File: config.mk
export PLATFORM = sky130hd
export DESIGN_NAME = fifo_ofs_prog
export DESIGN_NICKNAME = d
export VERILOG_FILES = /design/src/rtl/fifo_ofs_pkg.sv /design/src/rtl/fifo_ofs_strap.sv /design/src/rtl/fifo_ofs_par_load.sv /design/src/rtl/fifo_ofs_ser_load.sv /design/src/rtl/fifo_ofs_readback.sv /design/src/rtl/fifo_ofs_prog.sv
export SDC_FILE = /design/constraint.sdc
export NUM_CORES = 1
export LEC_CHECK = 0
export ABC_CLOCK_PERIOD_IN_PS = 1900
export BUFFER_PORTS_ARGS = -buffer_cell sky130_fd_sc_hd__buf_2
export CAP_MARGIN = 0
export CORE_MARGIN = 3
export CORE_UTILIZATION = 54
export CTS_CLUSTER_DIAMETER = 80
export DETAILED_ROUTE_END_ITERATION = 8
export GPL_TIMING_DRIVEN = 1
export PLACE_DENSITY_LB_ADDON = 0.15
export SLEW_MARGIN = 20
export SYNTH_ARGS = -nofsm -noshare
export SYNTH_HDL_FRONTEND = slang
export SYNTH_SLANG_ARGS = --single-unit
File: constraint.sdc
create_clock -name clk -period 1.9 [get_ports clk]
set_clock_uncertainty 0.05 [all_clocks]
set_input_delay 0.38 -clock clk [delete_from_list [all_inputs] [get_ports clk]]
set_output_delay 0.38 -clock clk [all_outputs]
set_load 0.01 [all_outputs]
File: src/rtl/fifo_ofs_pkg.sv
package fifo_ofs_pkg;

  typedef enum logic {MODE_PAR = 1'b0, MODE_SER = 1'b1} ld_mode_e;

  // log2 of (default offset + 1) for a given strap triple
  function automatic int unsigned strap_exp(input logic sel, input logic [1:0] fs);
    case ({sel, fs})
      3'b100:  strap_exp = 10;
      3'b010:  strap_exp = 9;
      3'b001:  strap_exp = 8;
      3'b000:  strap_exp = 7;
      3'b011:  strap_exp = 6;
      3'b110:  strap_exp = 5;
      3'b101:  strap_exp = 4;
      default: strap_exp = 3;
    endcase
  endfunction

  // Default offset clamped to the counter width (max DEPTH-1)
  function automatic logic [31:0] strap_offset(input int unsigned e, input int unsigned pw);
    logic [31:0] v;
    if (e >= pw) v = (32'd1 << pw) - 32'd1;
    else         v = (32'd1 << e) - 32'd1;
    return v;
  endfunction

endpackage

File: src/rtl/fifo_ofs_strap.sv
module fifo_ofs_strap
  import fifo_ofs_pkg::*;
#(
  parameter int PW = 10
) (
  input  logic          ld_sel,
  input  logic [1:0]    fsel,
  output logic [PW-1:0] def_val,
  output ld_mode_e      def_mode
);
  logic [31:0] full_word;

  always_comb begin
    full_word = strap_offset(strap_exp(ld_sel, fsel), PW);
    def_val   = full_word[PW-1:0];
    def_mode  = ld_sel ? MODE_SER : MODE_PAR;
  end

  if (PW < 32) begin : g_hi
    logic unused_hi;
    assign unused_hi = ^full_word[31:PW];
  end
endmodule

File: src/rtl/fifo_ofs_par_load.sv
module fifo_ofs_par_load #(
  parameter int PW     = 10,
  parameter int DATA_W = 16
) (
  input  logic              clk,
  input  logic              mrst,
  input  logic              load,
  input  logic [DATA_W-1:0] data,
  output logic              wr_empty,
  output logic              wr_full,
  output logic [PW-1:0]     value
);
  logic tgt_full;

  always_ff @(posedge clk) begin
    if (mrst)      tgt_full <= 1'b0;
    else if (load) tgt_full <= ~tgt_full;
  end

  assign wr_empty = load && !tgt_full;
  assign wr_full  = load && tgt_full;
  assign value    = data[PW-1:0];

  if (DATA_W > PW) begin : g_drop
    logic unused_upper;
    assign unused_upper = ^data[DATA_W-1:PW];
  end
endmodule

File: src/rtl/fifo_ofs_ser_load.sv
module fifo_ofs_ser_load #(
  parameter int PW = 10
) (
  input  logic          clk,
  input  logic          mrst,
  input  logic          shift,
  input  logic          bit_in,
  output logic          commit,
  output logic [PW-1:0] new_empty,
  output logic [PW-1:0] new_full
);
  localparam int SW = 2 * PW;
  localparam int CW = $clog2(SW + 1);

  logic [SW-1:0] stage_q;
  logic [SW-1:0] stage_nx;
  logic [CW-1:0] cnt_q;

  assign stage_nx = {bit_in, stage_q[SW-1:1]};
  assign commit   = shift && (cnt_q == CW'(SW - 1));

  always_ff @(posedge clk) begin
    if (mrst) begin
      stage_q <= '0;
      cnt_q   <= '0;
    end else if (shift) begin
      stage_q <= stage_nx;
      cnt_q   <= commit ? '0 : cnt_q + 1'b1;
    end
  end

  assign new_empty = stage_nx[PW-1:0];
  assign new_full  = stage_nx[SW-1:PW];
endmodule

File: src/rtl/fifo_ofs_readback.sv
module fifo_ofs_readback #(
  parameter int PW     = 10,
  parameter int DATA_W = 16
) (
  input  logic              clk,
  input  logic              mrst,
  input  logic              rd,
  input  logic [PW-1:0]     empty_val,
  input  logic [PW-1:0]     full_val,
  output logic [DATA_W-1:0] dout,
  output logic              valid
);
  logic src_full;

  always_ff @(posedge clk) begin
    if (mrst) begin
      src_full <= 1'b0;
      dout     <= '0;
      valid    <= 1'b0;
    end else begin
      valid <= rd;
      if (rd) begin
        dout     <= DATA_W'(src_full ? full_val : empty_val);
        src_full <= ~src_full;
      end
    end
  end
endmodule

File: src/rtl/fifo_ofs_prog.sv
module fifo_ofs_prog
  import fifo_ofs_pkg::*;
#(
  parameter int DEPTH  = 1024,
  parameter int DATA_W = 16
) (
  input  logic                       clk,
  input  logic                       mrst,
  input  logic                       ld_sel,
  input  logic [1:0]                 fsel,
  input  logic                       wr_en,
  input  logic                       rd_en,
  input  logic [DATA_W-1:0]          pdata_in,
  input  logic                       ser_in,
  input  logic                       ser_en,
  output logic [DATA_W-1:0]          pdata_out,
  output logic                       rd_valid,
  output logic [$clog2(DEPTH)-1:0]   empty_off,
  output logic [$clog2(DEPTH)-1:0]   full_off,
  output logic                       serial_mode,
  output logic                       fifo_wr_en,
  output logic                       fifo_rd_en
);
  localparam int PW = $clog2(DEPTH);

  ld_mode_e      mode_q;
  ld_mode_e      def_mode;
  logic [PW-1:0] def_val;
  logic          ofs_access;
  logic          par_load, par_wr_empty, par_wr_full, par_wr;
  logic [PW-1:0] par_val;
  logic          ser_shift, ser_commit;
  logic [PW-1:0] ser_empty, ser_full;
  logic          ofs_rd;

  assign ofs_access = !mrst && !ld_sel;
  assign par_load   = ofs_access && wr_en && (mode_q == MODE_PAR);
  assign ser_shift  = ofs_access && ser_en && (mode_q == MODE_SER);
  assign ofs_rd     = ofs_access && rd_en;
  assign par_wr     = par_wr_empty || par_wr_full;

  fifo_ofs_strap #(.PW(PW)) u_strap (
    .ld_sel(ld_sel), .fsel(fsel), .def_val(def_val), .def_mode(def_mode)
  );

  fifo_ofs_par_load #(.PW(PW), .DATA_W(DATA_W)) u_par (
    .clk(clk), .mrst(mrst), .load(par_load), .data(pdata_in),
    .wr_empty(par_wr_empty), .wr_full(par_wr_full), .value(par_val)
  );

  fifo_ofs_ser_load #(.PW(PW)) u_ser (
    .clk(clk), .mrst(mrst), .shift(ser_shift), .bit_in(ser_in),
    .commit(ser_commit), .new_empty(ser_empty), .new_full(ser_full)
  );

  fifo_ofs_readback #(.PW(PW), .DATA_W(DATA_W)) u_rb (
    .clk(clk), .mrst(mrst), .rd(ofs_rd), .empty_val(empty_off),
    .full_val(full_off), .dout(pdata_out), .valid(rd_valid)
  );

  always_ff @(posedge clk) begin
    if (mrst) begin
      mode_q    <= def_mode;
      empty_off <= def_val;
      full_off  <= def_val;
    end else if (ser_commit) begin
      empty_off <= ser_empty;
      full_off  <= ser_full;
    end else begin
      if (par_wr_empty) empty_off <= par_val;
      if (par_wr_full)  full_off  <= par_val;
    end
  end

  assign serial_mode = (mode_q == MODE_SER);
  assign fifo_wr_en  = !mrst && ld_sel && wr_en;
  assign fifo_rd_en  = !mrst && ld_sel && rd_en;
endmodule

==> impl_metrics.tcl, run 1 <==
set metrics [dict create \
    cts_made_buffers 9 \
    cts_tree "yes" \
    portBuffers 52 \
    cts.sinks 58 \
    synth-compound-area-share_pct 16.39 \
    multiInputGateArea_um2 1334 \
    hold-path-cell-count 3 \
    hold_slack_ns 0.2481 \
    critical_path_class "flip-flop to flip-flop" \
    synth_top_cell_by_area "dfxtp_1" \
    n_fill_cell 386 \
    worstPathRequired_ns 2.00 \
    combPwrFrac_pct 13.1 \
    place_area_um2 3341 \
    num_vias 2396 \
    start_kind "flip-flop" \
    cp_slowest_cell "dfxtp_1" \
    grt_first_pass_wirelength_mm 10.47 \
    nets 414 \
    synth-adder-area-share_pct 2.644 \
    final_util_pct 72.79 \
    synth_top_family_by_area "simple AND/OR/NAND/NOR gates" \
    ant_nets 0 \
    yosysTopAreaCellShare_pct 26.09 \
    layout_common_cells "61 x nand2_1, 52 x buf_2, 39 x a21oi_1, 37 x dfxtp_1, 27 x buf_4" \
    ff2ff_path_depth 5 \
    cap_violations 0 \
    antenna_found_initial 0 \
    ys_ff_latch 58 \
    clk_path_buf_depth 2 \
    wirelength_mm 6.297 \
    cp-end-kind "flip-flop" \
    die-area_um2 6163 \
    drt_pass1_iterations 5 \
    power_frac_seq_pct 45.6 \
    clk_pin_slew_ns 0.07 \
    initial_core_util_pct 57.81 \
    clockRootBuffer "clkbuf_8" \
    grt_pass1_vias 2254 \
    synth.distinct_cells 51 \
    peakVddDrop_mv 0.5668 \
    p_int_uw 2282 \
    worst_pin_slew_ns 0.6021 \
    hold_violations 0 \
    grt_max_degree 31 \
    yosys.area_share.simple_pct 20.05 \
    final_common_cell "nand2_1" \
    grt-ovfl-total 0 \
    final_cell_area_um2 3575 \
    netlist_area_um2 2839 \
    cp.arrival_ns 1.83 \
    crit_path_max_fanout 14 \
    yosysSeqAreaShare_pct 48.30 \
    layoutNonFillerInstCount 455 \
    leakage_uw 0.001442 \
    swShare_pct 25.04 \
    synthMuxAreaShare_pct 4.936 \
    track_usage_pct 21.65 \
    drv_slew 0 \
    drt_iter0_markers 141 \
    synthXorXnorAreaFrac_pct 1.543 \
    fin_crit_sh_pct 91.41 \
    clkPwrFrac_pct 41.4 \
    fmax_ghz 0.5758 \
    die_y_um 78.51 \
    ys_top_cells_by_area "dfxtp_1 26%, edfxtp_1 22%, nand2_1 8.1%" \
    min_period_ns 1.737 \
    area_growth_pct 25.91 \
    ys_async_sr_fraction_pct 0 \
    worstHoldPathType "input port to flip-flop" \
    timing.slew.headroom_pct 58.82 \
    setup_viol_count_final 0 \
    yosys_warnings 0 \
    crit_chain "nor3b_1 > and3_1 > buf_12 > nand2_1 > a211oi_1" \
    diodes 0 \
    avgRoutedWirePerCell_um 13.84 \
    seqCellArea_um2 1371 \
    vias_per_cell 5.266 \
    core_um2 4911 \
    drc 0 \
    synth-edff-count 21 \
    gp_congestion 0.8335 \
    ioPinCount 65 \
    postCtsSetupRepairBufs 0 \
    htreeDepth 3 \
    power_density_nw_per_um2 851.6 \
    power_switching_uw 762.4 \
    die_w_um 78.51 \
    avgSynthCellArea_um2 9.188 \
    tns_ns 0 \
    placed_cells 439 \
    outcome "finished, final reports clean" \
    clkLatencyLatePin_ns 0.34 \
    dp_hpwl_mm 4.744 \
    max_stage_delay_ns 0.35 \
    synthCells 309 \
    num_rows 25 \
    drive_above_1_share_pct 28.09 \
    synth-main-ff-cell "dfxtp_1" \
]
==> repair_timing <==
action / in CTS / in global routing
hold buffers: 0 / 0
gates resized for setup: 0 / 3
setup endpoints to repair: 0 / 1
==> final timing paths <==
check	startpoint	endpoint	slack, ns
max reg2reg	u_ser.cnt_q[2]$_SDFFE_PP0P_	full_off[2]$_DFFE_PP_	0.16
min reg2reg	u_ser.stage_q[6]$_SDFFE_PP0P_	u_ser.stage_q[5]$_SDFFE_PP0P_	0.42
min	ser_in	u_ser.stage_q[19]$_SDFFE_PP0P_	0.25
max	u_ser.cnt_q[2]$_SDFFE_PP0P_	full_off[2]$_DFFE_PP_	0.16
==> power groups by stage <==
| stage | clock [uW] | sequential (uW) | combinational [uW] |
|---|---|---|---|
| floorplan | 0 | 1430 | 209 |
| global placement | 0 | 1410 | 381 |
| detailed placement | 0 | 1420 | 392 |
| CTS | 1270 | 1390 | 392 |
| global route | 1340 | 1390 | 440 |
| finish | 1260 | 1390 | 398 |
==> critical path, delay by kind of cell (launching register included) <==
| kind | cells | cell delay (ns) |
|---|---|---|
| flops | 1 | 0.35 |
| simple gates | 3 | 0.71 |
| compound gates | 1 | 0.27 |
| buf+inv | 1 | 0.17 |
==> synthesized netlist by cell type, types with 3 or more instances <==
library cell / number
and3_1: 3
edfxtp_1: 21
nor3b_1: 3
nand3_1: 3
dfxtp_1: 37
a21oi_1: 39
o21ai_0: 3
buf_4: 10
inv_1: 4
mux2i_1: 14
xor2_1: 3
nor3_1: 7
nor2b_1: 6
a22oi_1: 5
buf_2: 7
o32ai_1: 3
ha_1: 6
clkbuf_1: 6
nand2_1: 61
a211oi_1: 12
o21ai_1: 3
nor2_1: 18
==> cells by family (layout without fill, tap and decap cells) <==
family          Yosys count  after routing
buf+inv                  31            104
flops                    58             58
compound gates           75             75
xor+xnor                  5              5
fa+ha+maj                 6              6
other cells               2              8
simple gates            118            118
mux                      14             14
==> registers in the layout, indices dropped and copies added, names as in the netlist <==
name / count
empty_off: 10
u_par.tgt_full: 1
u_rb.valid: 1
serial_mode: 1
u_rb.src_full: 1
u_rb.dout: 10
full_off: 10
u_ser.cnt_q: 5
u_ser.stage_q: 19
==> cell type report <==
class	instances	share of cell area, %
Clock buffer	9	3.465
Clock inverter	7	2.800
Inverter	5	0.5250
Multi-Input combinational cell	226	37.31
Sequential cell	58	38.36
Tap cell	67	2.345
Timing Repair Buffer	83	15.19
==> per-layer routing <==
layer	up-vias	share of wire, %	track usage [%]
li1	1227	-	-
met1	1094	46	29.01
met2	68	47	34.47
met3	7	5.7	5.619
met4	0	1.0	6.294
met5	-	0	0
==> stage by stage <==
| stage | total power [uW] | setup slack [ns] |
|---|---|---|
| 2_1_floorplan | 1640 | 0.05609 |
| 3_3_place_gp | 1794 | -0.1273 |
| 3_5_place_dp | 1807 | -0.1768 |
| 4_1_cts | 3045 | 0.1426 |
| 5_1_grt | 3174 | -0.03278 |
| 6_report | 3044 | 0.1633 |
No activity file was read; power rests on OpenSTA's default activity.
==> inputs of run 2 (changes only) <==
Settings changed: ABC_AREA from default to 1.
==> run 2 against run 1 <==
  * Utilization decreased by 3.3 points
  * First-iteration DRC count decreased by 39%
  * Die area grew 0.78%
  * Power down 7.8%
  * Sequential cell count unchanged
  * Count of clock-buffer cells in the layout increased by 5
  * Worst setup slack improved by 0.0032 ns
  * Cell area is 4.5% lower
  * Via count increased by 5.8%
  * Non-clock buffer count decreased by 13
  * Global-route usage increased by 0.050 points
  * Highest routed layer unchanged
==> impl_metrics.tcl, run 2 <==
set metrics [dict create \
    cap_violations 0 \
    crit_family "flip-flops" \
    cp.buffers_inverters 3 \
    fmax_ghz 0.5769 \
    track_usage_pct 21.70 \
    netlist_area_um2 2863 \
    grt_max_degree 42 \
    hold_slack_ns 0.2791 \
    cp-end-kind "flip-flop" \
    yosysTopAreaCellShare_pct 25.87 \
    clockRootBuffer "clkbuf_8" \
    gp_congestion 0.8393 \
    ioPinCount 65 \
    worstPathRequired_ns 1.88 \
    clk_pin_slew_ns 0.06 \
    synth_commonest_cells "130 x nand2_1, 50 x nor2_1, 37 x dfxtp_1, 37 x o21ai_0, 21 x edfxtp_1" \
    synth-main-ff-cell "dfxtp_1" \
    clk_path_buf_depth 2 \
    power_frac_seq_pct 50.2 \
    layout_common_cells "130 x nand2_1, 52 x buf_2, 50 x nor2_1, 37 x dfxtp_1, 36 x o21ai_0" \
    tns_ns 0 \
    final_cell_area_um2 3413 \
    combPwrFrac_pct 14.4 \
    place_area_um2 3239 \
    cts_hold_buf 0 \
    grt_first_pass_wirelength_mm 10.70 \
    finalPower_uw 2807 \
    ys_ff_latch 58 \
    die_w_um 78.81 \
    drive_above_1_share_pct 21.85 \
    ff2ff_path_depth 8 \
    die-area_um2 6211 \
    cts_resized 0 \
    synth_top_cell_by_area "dfxtp_1" \
    ant_nets 0 \
    postCtsSetupRepairBufs 0 \
    power_density_nw_per_um2 822.5 \
    cp.depth 8 \
    power_switching_uw 736.4 \
    peakVddDrop_mv 0.4812 \
    drv_slew 0 \
    grt-ovfl-total 0 \
    critical_path_class "flip-flop to flip-flop" \
    ys_top_cells_by_area "dfxtp_1 26%, edfxtp_1 22%, nand2_1 17%" \
    htreeDepth 3 \
    diodes 0 \
    final_common_cell "nand2_1" \
    cts_made_buffers 9 \
    hold-path-cell-count 3 \
    dp_hpwl_mm 4.576 \
    setup_viol_count_final 0 \
    drt_iter0_markers 86 \
    leakage_uw 0.001612 \
    antenna_found_initial 0 \
    cts_tree "yes" \
    final_util_pct 69.50 \
    drt_pass1_iterations 4 \
    outcome "finished, final reports clean" \
    crit_path_start "u_ser.cnt_q[0]$_SDFFE_PP0P_" \
    synth_most_common_cell "nand2_1" \
    drc 0 \
    initial_core_util_pct 58.29 \
    hold_violations 0 \
    crit_chain "ha_1 > inv_1 > nor2_4 > nand4_2 > nand2_1 > inv_1 > o21ai_1 > buf_4" \
    n_fill_cell 425 \
    synth-edff-count 21 \
    portBuffers 52 \
    avgRoutedWirePerCell_um 12.11 \
    grt_pass1_vias 2366 \
    synth.distinct_cells 33 \
    clkLatencyLatePin_ns 0.33 \
    crit_path_max_fanout 10 \
    fin_crit_sh_pct 91.24 \
    wirelength_mm 6.187 \
    cp.arrival_ns 1.71 \
    min_period_ns 1.734 \
    max_stage_delay_ns 0.38 \
    yosysSeqAreaShare_pct 47.90 \
    die_y_um 78.81 \
    ys_async_sr_fraction_pct 0 \
    cp_slowest_cell "dfxtp_1" \
    swShare_pct 26.23 \
    top_register "u_ser.stage_q" \
    yosys_warnings 0 \
    clkPwrFrac_pct 35.5 \
    avgSynthCellArea_um2 7.654 \
    p_int_uw 2071 \
    num_rows 25 \
    num_vias 2536 \
    rr_startpoint "u_ser.cnt_q[0]$_SDFFE_PP0P_" \
    synthCells 374 \
    cts.sinks 58 \
    area_growth_pct 19.23 \
    core_um2 4911 \
    largest_reg_flops 19 \
    critPathMostFrequentCell "inv_1" \
    min_from "ser_in" \
    rsz0062_at_grt "false" \
    nets 470 \
    worstHoldPathType "input port to flip-flop" \
    start_kind "flip-flop" \
    vias_per_cell 4.963 \
]
run 2: cell types whose count changed in the layout (fill, tap and decap cells not counted), sizes merged, moves of 7 or more:
cell	before	now
a211oi	13	0
a21oi	39	4
a31oi	1	11
buf	83	70
inv	7	21
mux2i	14	0
nand2	61	132
nand3	4	11
nor2	18	53
nor2b	7	0
o21ai	6	42
run 2: kinds of logic after synthesis:
group	share of synthesized area, %
AO/OA/AOI/OAI	11.23
XOR/XNOR	0.6120
adder cells (fa/ha/maj)	2.622
buffers and inverters	7.561
flip-flops	47.90
other	0.2623
AND/OR/NAND/NOR	29.81
run 2: worst min-delay path, stage by stage:
cell and delay [ns]:
buf_2 0.09, o21ai_0 0.08, nor2_1 0.08
run 2: area by class of cell:
type	count	area [um^2]	share of cell area, %
clock buffers	14	162.7	4.765
clock inverters	2	11.26	0.3299
inverters	21	78.83	2.309
multi-input cells	279	1297	38.01
flip-flops and latches	58	1371	40.18
well taps	67	83.83	2.456
repair buffers	70	407.9	11.95
run 2: stage by stage:
step                      instances  setup WS, ns
final                           511        0.1664
after global routing            511      0.001565
after CTS                       511        0.1371
after detailed placement        495       -0.1256
after global placement          495      -0.09682
after floorplan                 380       0.08089
run 2: final timing paths:
| kind | slack (ns) | endpoint |
|---|---|---|
| max | 0.17 | empty_off[5]$_DFFE_PP_ |
| min | 0.28 | u_ser.stage_q[19]$_SDFFE_PP0P_ |
| max reg2reg | 0.17 | empty_off[5]$_DFFE_PP_ |
| min reg2reg | 0.45 | u_par.tgt_full$_SDFFE_PP0P_ |
run 2: layer usage:
layer | GRT usage (%) | vias to the layer above | wire, um
met2 | 34.55 | 72 | 2766
met5 | 0 | - | 0
met4 | 7.732 | 0 | 102
met3 | 5.669 | 10 | 444
met1 | 28.61 | 1132 | 2874
li1 | - | 1322 | -
run 2: power by group through the flow:
stage	Combinational [uW]	Sequential [uW]	Clock, uW
finish	403	1410	996
global route	459	1420	1080
CTS	402	1410	1020
detailed placement	401	1430	0
global placement	394	1430	0
floorplan	234	1450	0
==> inputs of run 3 (changes only) <==
Settings changed: ABC_AREA 1 to default, CELL_PAD_IN_SITES_DETAIL_PLACEMENT from default to 1, CELL_PAD_IN_SITES_GLOBAL_PLACEMENT from default to 1, CORE_UTILIZATION 54 to 40, TNS_END_PERCENT from default to 20.
==> run 3 against run 2 <==
  * First-iteration DRC count rose by 42%
  * Clock power rose by 30%
  * Sequential cell count unchanged
  * Die area up 31%
  * Largest power group unchanged
  * Sequential share of layout area down 2.6 points
==> impl_metrics.tcl, run 3 (same netlist as run 1, synthesis figures left out) <==
set metrics [dict create \
    area_growth_pct 28.56 \
    r2r_end "empty_off[2]$_DFFE_PP_" \
    drc 0 \
    cts_hold_buf 0 \
    crit_path_max_fanout 4 \
    portBuffers 52 \
    ioPinCount 65 \
    grt_pass1_vias 2520 \
    largest_reg_flops 19 \
    wirelength_mm 7.622 \
    clockRootBuffer "clkbuf_8" \
    critPathCapture "full_off[9]$_DFFE_PP_" \
    cap_violations 0 \
    finalWorstSetupSlack_ns 0.09929 \
    worst_pin_slew_ns 0.8319 \
    rr_startpoint "serial_mode$_DFFE_PP_" \
    final_util_pct 53.42 \
    cts_made_buffers 9 \
    grt_util_met2_pct 31.86 \
    drt_iter0_markers 122 \
    outcome "finished, final reports clean" \
    drt_pass1_iterations 4 \
    min_period_ns 1.801 \
    grt_first_pass_wirelength_mm 12.58 \
    die_w_um 90.25 \
    rsz0062_at_grt "false" \
    htreeDepth 3 \
    fin_crit_sh_pct 94.77 \
    tns_ns 0 \
    drive_above_1_share_pct 28.83 \
    fmax_ghz 0.5553 \
    postCtsSetupRepairBufs 0 \
    nets 418 \
    grt_max_degree 35 \
    final_common_cell "nand2_1" \
    gr-usage-met3_pct 6.109 \
    ant_nets 0 \
    peakVddDrop_mv 0.6411 \
    cts.sinks 58 \
    clk_pin_slew_ns 0.06 \
    start_kind "input port" \
    num_rows 30 \
    grt-ovfl-total 0 \
    cp-end-kind "flip-flop" \
    worstHoldPathType "input port to flip-flop" \
    layoutNonFillerInstCount 488 \
    worstPathRequired_ns 2.02 \
    crit_path_start "fsel[0]" \
    clk_path_buf_depth 2 \
    critical_path_class "input port to flip-flop" \
    initial_core_util_pct 41.56 \
    setup_viol_count_final 0 \
    diodes 0 \
    track_usage_pct 19.48 \
    n_fill_cell 813 \
    post-place-ws_ns -0.3825 \
    gp_congestion 0.8043 \
    grt-busiest-layer "met2" \
    layout_common_cells "61 x nand2_1, 52 x buf_2, 39 x a21oi_1, 37 x dfxtp_1, 31 x buf_4" \
    placed_cells 472 \
    vias_per_cell 5.152 \
    drv_slew 0 \
    antenna_found_initial 0 \
    ff2ff_path_depth 5 \
    num_vias 2514 \
    die-area_um2 8144 \
    core_um2 6832 \
    rrSetupSlack_ns 0.13 \
    met1_usage_pct 25.23 \
    hold_violations 0 \
    leakage_uw 0.001472 \
    cts_tree "yes" \
    die_y_um 90.25 \
    avgRoutedWirePerCell_um 15.62 \
    power_density_nw_per_um2 849.4 \
    clkLatencyLatePin_ns 0.34 \
    timing.slew.headroom_pct 43.10 \
    top_register "u_ser.stage_q" \
    cp.arrival_ns 1.92 \
    dp_hpwl_mm 5.730 \
]
==> run 3: cell count changes in the layout (fill, tap and decap cells not counted), sizes merged, moves of 7 or more <==
cell    delta
o21ai     -36
a31oi     -10
nor2      -35
inv       -15
a211oi    +13
nor2b      +7
buf       +17
nand2     -71
mux2i     +14
nand3      -7
a21oi     +35
==> run 3: how the worst min path moves through the flow <==
stage                                        from                             end  slack [ns]  cells after the start
finish                                     ser_in  u_ser.stage_q[19]$_SDFFE_PP0P_        0.26                      3
CTS                                        ser_in  u_ser.stage_q[19]$_SDFFE_PP0P_        0.25                      3
detailed placement  u_ser.stage_q[4]$_SDFFE_PP0P_   u_ser.stage_q[3]$_SDFFE_PP0P_        0.41                      2
floorplan           u_ser.stage_q[1]$_SDFFE_PP0P_   u_ser.stage_q[1]$_SDFFE_PP0P_        0.39                      2
global route                               ser_in  u_ser.stage_q[19]$_SDFFE_PP0P_        0.27                      3
global placement    u_ser.stage_q[1]$_SDFFE_PP0P_   u_ser.stage_q[1]$_SDFFE_PP0P_        0.39                      2
==> run 3: per-layer routing <==
metal,vias up,share of wire [%]
li1,1231,-
met1,1211,45
met2,67,50
met3,5,4.7
met4,0,0.72
met5,-,0
==> run 3: cell type report <==
type                            count  area [um^2]  share of cell area [%]
Sequential cell                    58         1371                   37.57
Clock inverter                      6        88.84                   2.434
Timing Repair Buffer               87        573.1                   15.70
Clock buffer                       10        137.6                   3.771
Tap cell                           96        120.1                   3.291
Inverter                            5        18.77                  0.5142
Multi-Input combinational cell    226         1340                   36.72
==> run 3: timing repair <==
item	CTS	global route
gates resized for setup	1	3
setup endpoints to repair	2	2
cloned	0	0
==> run 3: worst max-delay path, cell delays in order <==
cell and delay, ns:
buf_2 0.11, inv_1 0.07, ha_1 0.32, or3b_1 0.37
a22oi_2 0.21, o32ai_2 0.12, buf_4 0.15, a22oi_1 0.19
==> run 3: stage by stage <==
stage                     power [uW]  cell area, um^2  hold WS (ns)
after floorplan                 1640             2861        0.3866
after global placement          1812             3407        0.3948
after detailed placement        1829             3407        0.4111
after CTS                       3119             3635        0.2501
after global routing            3239             3650        0.2706
final                           3100             3650        0.2595
==> run 3: power breakdown <==
part | total [uW] | switching [uW] | internal [uW]
Sequential | 1390 | 36.5 | 1350
Clock | 1290 | 515 | 776
Combinational | 419 | 230 | 190
